--- src/rtl/coal_pkg.sv ---
package coal_pkg;
  // Default widths for the event counter and the window timer
  localparam int unsigned COAL_CNT_W = 6;
  localparam int unsigned COAL_WIN_W = 8;
endpackage

--- src/rtl/coal_rst_sync.sv ---
// Asynchronous assert, synchronous release of the active-low reset
module coal_rst_sync (
  input  logic clk,
  input  logic rst_n,
  output logic rst_sync_n
);
  logic [1:0] sync_q;

  always_ff @(posedge clk or negedge rst_n) begin
    if (!rst_n) sync_q <= 2'b00;
    else        sync_q <= {sync_q[0], 1'b1};
  end

  assign rst_sync_n = sync_q[1];
endmodule

--- src/rtl/coal_evt_acc.sv ---
// Saturating accumulator of events in the open batch
module coal_evt_acc #(
  parameter int unsigned CNT_W = coal_pkg::COAL_CNT_W
) (
  input  logic             clk,
  input  logic             rst_n,
  input  logic             evt_i,
  input  logic             clr_i,
  output logic [CNT_W-1:0] tot_o
);
  localparam logic [CNT_W-1:0] CMAX = {CNT_W{1'b1}};

  logic [CNT_W-1:0] acc_q, acc_d;
  logic             acc_en;

  always_comb begin
    tot_o = acc_q;
    if (evt_i && (acc_q != CMAX)) tot_o = acc_q + CNT_W'(1);
    acc_d  = clr_i ? '0 : tot_o;
    acc_en = evt_i | clr_i;
  end

  always_ff @(posedge clk or negedge rst_n) begin
    if (!rst_n)      acc_q <= '0;
    else if (acc_en) acc_q <= acc_d;
  end
endmodule

--- src/rtl/coal_win_tmr.sv ---
// Window timer armed by the first event of a batch
module coal_win_tmr #(
  parameter int unsigned WIN_W = coal_pkg::COAL_WIN_W
) (
  input  logic             clk,
  input  logic             rst_n,
  input  logic             start_i,
  input  logic             active_i,
  input  logic [WIN_W-1:0] win_i,
  output logic             expire_o
);
  logic [WIN_W-1:0] rem_q, rem_d;
  logic             rem_en;

  always_comb begin
    rem_en = 1'b0;
    rem_d  = rem_q;
    if (start_i) begin
      rem_en = 1'b1;
      rem_d  = (win_i == '0) ? '0 : win_i - WIN_W'(1);
    end else if (active_i && (rem_q != '0)) begin
      rem_en = 1'b1;
      rem_d  = rem_q - WIN_W'(1);
    end
    expire_o = start_i ? (win_i == '0) : (active_i && (rem_q == '0));
  end

  always_ff @(posedge clk or negedge rst_n) begin
    if (!rst_n)      rem_q <= '0;
    else if (rem_en) rem_q <= rem_d;
  end
endmodule

--- src/rtl/coal_trig_ctl.sv ---
// Batch state, threshold shadow, interrupt level and batch-size latch
module coal_trig_ctl #(
  parameter int unsigned CNT_W = coal_pkg::COAL_CNT_W
) (
  input  logic             clk,
  input  logic             rst_n,
  input  logic             evt_i,
  input  logic             ack_i,
  input  logic [CNT_W-1:0] cnt_i,
  input  logic [CNT_W-1:0] tot_i,
  input  logic             expire_i,
  output logic             active_o,
  output logic             start_o,
  output logic             fire_o,
  output logic             irq_o,
  output logic [CNT_W-1:0] batch_o
);
  logic             act_q, act_d;
  logic             irq_q, irq_d;
  logic [CNT_W-1:0] thr_q;
  logic [CNT_W-1:0] bat_q;
  logic [CNT_W-1:0] thr_sel, thr_lim;
  logic             cnt_hit;

  always_comb begin
    start_o = evt_i & ~act_q;
    thr_sel = start_o ? cnt_i : thr_q;
    thr_lim = (thr_sel == '0) ? CNT_W'(1) : thr_sel;
    cnt_hit = (act_q | evt_i) & (tot_i >= thr_lim);
    // a met limit waits while the previous interrupt is outstanding
    fire_o  = (cnt_hit | expire_i) & ~irq_q;
    act_d   = ~fire_o & (act_q | evt_i);
    irq_d   = fire_o | (irq_q & ~ack_i);
  end

  always_ff @(posedge clk or negedge rst_n) begin
    if (!rst_n) begin
      act_q <= 1'b0;
      irq_q <= 1'b0;
    end else begin
      act_q <= act_d;
      irq_q <= irq_d;
    end
  end

  always_ff @(posedge clk or negedge rst_n) begin
    if (!rst_n)       thr_q <= '0;
    else if (start_o) thr_q <= cnt_i;
  end

  always_ff @(posedge clk or negedge rst_n) begin
    if (!rst_n)      bat_q <= '0;
    else if (fire_o) bat_q <= tot_i;
  end

  assign active_o = act_q;
  assign irq_o    = irq_q;
  assign batch_o  = bat_q;
endmodule

--- src/rtl/irq_coalescer.sv ---
module irq_coalescer #(
  parameter int unsigned CNT_W = coal_pkg::COAL_CNT_W,
  parameter int unsigned WIN_W = coal_pkg::COAL_WIN_W
) (
  input  logic             clk,
  input  logic             rst_n,
  input  logic             evt_i,
  input  logic [CNT_W-1:0] cfg_cnt_i,
  input  logic [WIN_W-1:0] cfg_win_i,
  input  logic             ack_i,
  output logic             irq_o,
  output logic [CNT_W-1:0] batch_o
);
  logic             rst_sync_n;
  logic [CNT_W-1:0] tot;
  logic             expire;
  logic             batch_act;
  logic             start;
  logic             fire;

  coal_rst_sync i_rst_sync (
    .clk        (clk),
    .rst_n      (rst_n),
    .rst_sync_n (rst_sync_n)
  );

  coal_evt_acc #(.CNT_W(CNT_W)) i_acc (
    .clk   (clk),
    .rst_n (rst_sync_n),
    .evt_i (evt_i),
    .clr_i (fire),
    .tot_o (tot)
  );

  coal_win_tmr #(.WIN_W(WIN_W)) i_tmr (
    .clk      (clk),
    .rst_n    (rst_sync_n),
    .start_i  (start),
    .active_i (batch_act),
    .win_i    (cfg_win_i),
    .expire_o (expire)
  );

  coal_trig_ctl #(.CNT_W(CNT_W)) i_ctl (
    .clk      (clk),
    .rst_n    (rst_sync_n),
    .evt_i    (evt_i),
    .ack_i    (ack_i),
    .cnt_i    (cfg_cnt_i),
    .tot_i    (tot),
    .expire_i (expire),
    .active_o (batch_act),
    .start_o  (start),
    .fire_o   (fire),
    .irq_o    (irq_o),
    .batch_o  (batch_o)
  );
endmodule

--- config.mk ---
export PLATFORM = sky130hd
export DESIGN_NAME = irq_coalescer
export DESIGN_NICKNAME = d
export VERILOG_FILES = /design/src/rtl/coal_pkg.sv /design/src/rtl/coal_rst_sync.sv /design/src/rtl/coal_evt_acc.sv /design/src/rtl/coal_win_tmr.sv /design/src/rtl/coal_trig_ctl.sv /design/src/rtl/irq_coalescer.sv
export SDC_FILE = /design/constraint.sdc
export NUM_CORES = 1
export LEC_CHECK = 0
export BUFFER_PORTS_ARGS = -buffer_cell sky130_fd_sc_hd__buf_2
export CAP_MARGIN = 20
export CELL_PAD_IN_SITES_DETAIL_PLACEMENT = 0
export CELL_PAD_IN_SITES_GLOBAL_PLACEMENT = 1
export CORE_MARGIN = 2
export CORE_UTILIZATION = 24
export DETAILED_ROUTE_END_ITERATION = 16
export PLACE_DENSITY_LB_ADDON = 0.1
export SLEW_MARGIN = 20
export SYNTH_ARGS = -nofsm -noshare
export SYNTH_HDL_FRONTEND = slang
export SYNTH_SLANG_ARGS = --single-unit
--- constraint.sdc ---
create_clock -name clk -period 1 [get_ports clk]
set_input_delay 0.15 -clock clk [delete_from_list [all_inputs] [get_ports clk]]
set_output_delay 0.15 -clock clk [all_outputs]
set_load 0.03 [all_outputs]
==> key figures <==
Synth
  • Async SR Flop Fraction: 100%
  • Largest area contributor in the netlist: dfrtp_1
  • Net count after synthesis: 226
  • Sequential share of the synthesized area: 38.5%
  • Top cell type's share of synthesized area: 38.5%
  • Avg Cell Area, Syn: 9.86 um2
  • Synthesis-stage register bit count: 30
  • Synth Warn #: 0
  • Synth top cells by count: dfrtp_1 (30), inv_1 (15), mux2i_1 (11), nand2_1 (11), nor2_1 (11)
  • Ranking of synthesized cells by area: dfrtp_1 (38%), ha_1 (6.4%), mux2i_1 (5.6%), inv_1 (2.9%), o21a_1 (2.3%)
  • Main flop type after synthesis: dfrtp_1
  • Cell Area, Synth: 0.00195 mm2
  • Gate Count Post-Synth: 198
  • Most common cell in the netlist: dfrtp_1
  • Post-synth EDFFs: 0
  • Post-synth cell types: 58

Setup path
  • RR Startpoint: i_acc.acc_q[1]$_DFFE_PN0P_
  • Startpoint Class: flop
  • Crit path DAT: 2.58 ns
  • Crit-path cells: ha_2 > and3_4 > a21o_1 > a21o_1 > ha_4 > inv_2 > o21a_4 > buf_6 > o31a_1 > a32o_1
  • Crit Path Class: flop to flop
  • CP startpoint: i_acc.acc_q[1]$_DFFE_PN0P_
  • Cell count along the critical path: 10
  • Max incr delay on CP: 0.40 ns
  • Crit Path Max Fanout: 4
  • Delay-heaviest family, CP: compound AO/OA/AOI/OAI gates
  • Worst path bufs/invs: 2
  • Element type at the critical path end: flop
  • Slowest library cell on the worst path: dfrtp_1
  • Depth of the most critical reg-to-reg path: 10
  • CP dominant cell by count: a21o_1
  • WP data required: 1.17 ns

Place
  • GPL Wtd Cong: 0.759
  • DP Wirelength: 4660 um
  • Port Buffers: 24

Pwr
  • Gate power share: 68.8%
  • Leak pwr: 1.58 nW
  • Clock share of power: 11.0%
  • PD cells: 3030 mW/mm2
  • Internal power: 6.47 mW
  • Sw Ratio: 39.3%
  • Sequential Power Share: 20.3%
  • Switching power: 4.18 mW
  • Peak supply drop: 0.00205 V

Floorplanning
  • Die Height: 94.2 um
  • Row count: 32
  • IO Count: 25
  • Full die area: 0.00887 mm2
  • Die width: 94.2 um
  • Core area: 0.00781 mm2
  • Initial Utilization: 25.0%

Detailed routing
  • Wire length per cell: 14.9 um
  • DR vias: 1983
  • Via density per instance: 4.69
  • Wirelength, routed: 6300 um
  • Pre-antenna DRT Iters: 4
  • Remaining antenna violation count: 0
  • DR iter-0 viols: 57
  • Post-route DRC: 0

Hold path
  • Worst hold path class: input port to flop
  • Hold Path Depth: 2
  • Hold_sp: ack_i

Timing
  • Final WS setup: -1.41 ns
  • Clock skew: 0.00642 ns
  • Slew at the pin closest to its max-slew limit: 0.527 ns
  • Setup TNS Final: -23.84 ns
  • Final setup violation count: 27
  • Final worst-path cycle share: 241%
  • Final Hold Vio Count: 0
  • RSZ-0062 raised after global routing: yes
  • Worst rel slew slack: 64.0%
  • Fmax: 415 MHz
  • Min Tclk post-route: 2.41 ns
  • Fin Hold WS: 0.0436 ns
  • Max Slew Vio Count: 0

Outcome
  • Violated checks: negative setup slack
  • Outcome: finished, violations left

Clock tree
  • Clk slew on worst S/H paths: 0.07 ns
  • CTS Sinks: 30
  • Longest Clk Path Bufs: 2
  • H-tree depth: 2
  • CTS tree: done
  • CTS Root Cell: clkbuf_8
  • CTS buffer count: 5
  • Clock latency at the later pin of the worst-skew pair: 0.28 ns

Finish
  • # diodes: 0
  • Final #Nets: 348
  • Sequential cell area: 753 um2
  • Layout fillers: 785
  • Share of post-route cells with drive strength above 1: 62.9%
  • Util after Layout: 45.0%
  • Area Growth Syn to Fin: 79.9%
  • Area of the multi-input gates: 0.00148 mm2

Job
  • # Max-Cap Violations: 0

Global routing
  • Total track usage: 15.3%
  • First-pass GRT wire length: 10400 um
  • Pin count of the biggest net entering global routing: 29
  • Initial antenna violation count: 0
  • Global route total overflow: 0
  • Vias in the first global route: 2098
-- cell families after synthesis --
family	after synthesis	share of synthesized area, %
xor+xnor	2	0.898
mux	11	5.64
flops	30	38.5
buf+inv	23	5.38
compound gates	62	24.4
other cells	1	0.192
simple gates	59	18.6
fa+ha+maj	10	6.41
-- worst register-to-register path, delay by kind of cell, from the launching register on --
kind	cells	cell delay, ns
AO/OA/AOI/OAI	5	1.10
adder cells (fa/ha/maj)	2	0.49
buffers and inverters	2	0.15
flip-flops	1	0.40
AND/OR/NAND/NOR	1	0.17
-- per-layer routing --
layer	track usage (%)	vias to the layer above	wire length (um)
met3	3.21	11	235
li1	-	986	-
met5	0	-	0
met2	28.2	37	3260
met4	3.99	0	112
met1	17.9	949	2690
-- registers in the layout, summed over array words and instances, names as in the netlist --
register,count
i_acc.acc_q,6
i_ctl.active_o,1
i_ctl.batch_o,6
i_ctl.irq_o,1
i_ctl.thr_q,6
i_rst_sync.sync_q,2
i_tmr.rem_q,8
-- timing repair --
| action | CTS | global route |
|---|---|---|
| endpoints found under the setup margin | 34 | 35 |
| hold buffers | 1 | 0 |
| resized for setup | 70 | 30 |
| buffers inserted | 18 | 5 |
| pin swaps | 42 | 10 |
| hold endpoints to repair | 2 | 0 |
| gates cloned | 1 | 0 |
-- stage by stage --
stage	worst slack, ns	cells	instance area, um2	total power, mW
6_report	-1.41	423	3510	10.6
5_1_grt	-1.50	423	3510	11.5
4_1_cts	-1.39	419	3350	10.1
3_5_place_dp	-1.55	391	2810	7.19
3_3_place_gp	-1.56	391	2810	7.24
2_1_floorplan	-1.41	198	2060	5.04
-- power by group through the flow --
stage	clock, mW	sequential [mW]	combinational [mW]
floorplan	0	2.30	2.73
global placement	0	2.14	5.10
detailed placement	0	2.13	5.06
CTS	1.21	2.14	6.73
global route	1.27	2.22	7.96
finish	1.17	2.16	7.32
-- final cells by class --
type	instances	share of cell area, %
sequential	30	21.5
timing repair buffer	123	28.1
multi-input combinational	145	42.1
inverter	15	1.60
tap	102	3.64
clock buffer	8	3.14
-- layout by cell type, fill, tap and decap left out, types with 3 or more instances in the layout --
cell	synthesis	layout
clkbuf_8	0	8
o21a_4	0	3
buf_4	2	78
dfrtp_1	30	28
nor3_1	7	5
a21oi_1	8	4
mux2i_1	11	6
mux2i_2	0	3
nand4_1	3	3
o21a_1	6	3
buf_2	3	18
nand3_1	4	4
buf_6	1	25
o21ai_1	2	3
a21boi_2	0	3
inv_2	0	8
nand2_1	11	6
and3_4	0	3
inv_1	15	7
ha_4	0	6
a21o_1	5	4
a21oi_2	0	3
nor2_1	11	11
nand2_2	0	5
-- final timing paths --
path,endpoint,slack [ns]
setup / recovery,i_ctl.batch_o[3]$_DFFE_PN0P_,-1.41
hold / removal,i_ctl.irq_o$_DFF_PN0_,0.04
setup reg to reg,i_ctl.batch_o[3]$_DFFE_PN0P_,-1.41
hold reg to reg,i_tmr.rem_q[0]$_DFFE_PN0P_,0.22
max in group asynchronous,i_tmr.rem_q[5]$_DFFE_PN0P_,0.60
min in group asynchronous,i_rst_sync.sync_q[0]$_DFF_PN0_,0.18
No activity file was read; power rests on OpenSTA's default activity.
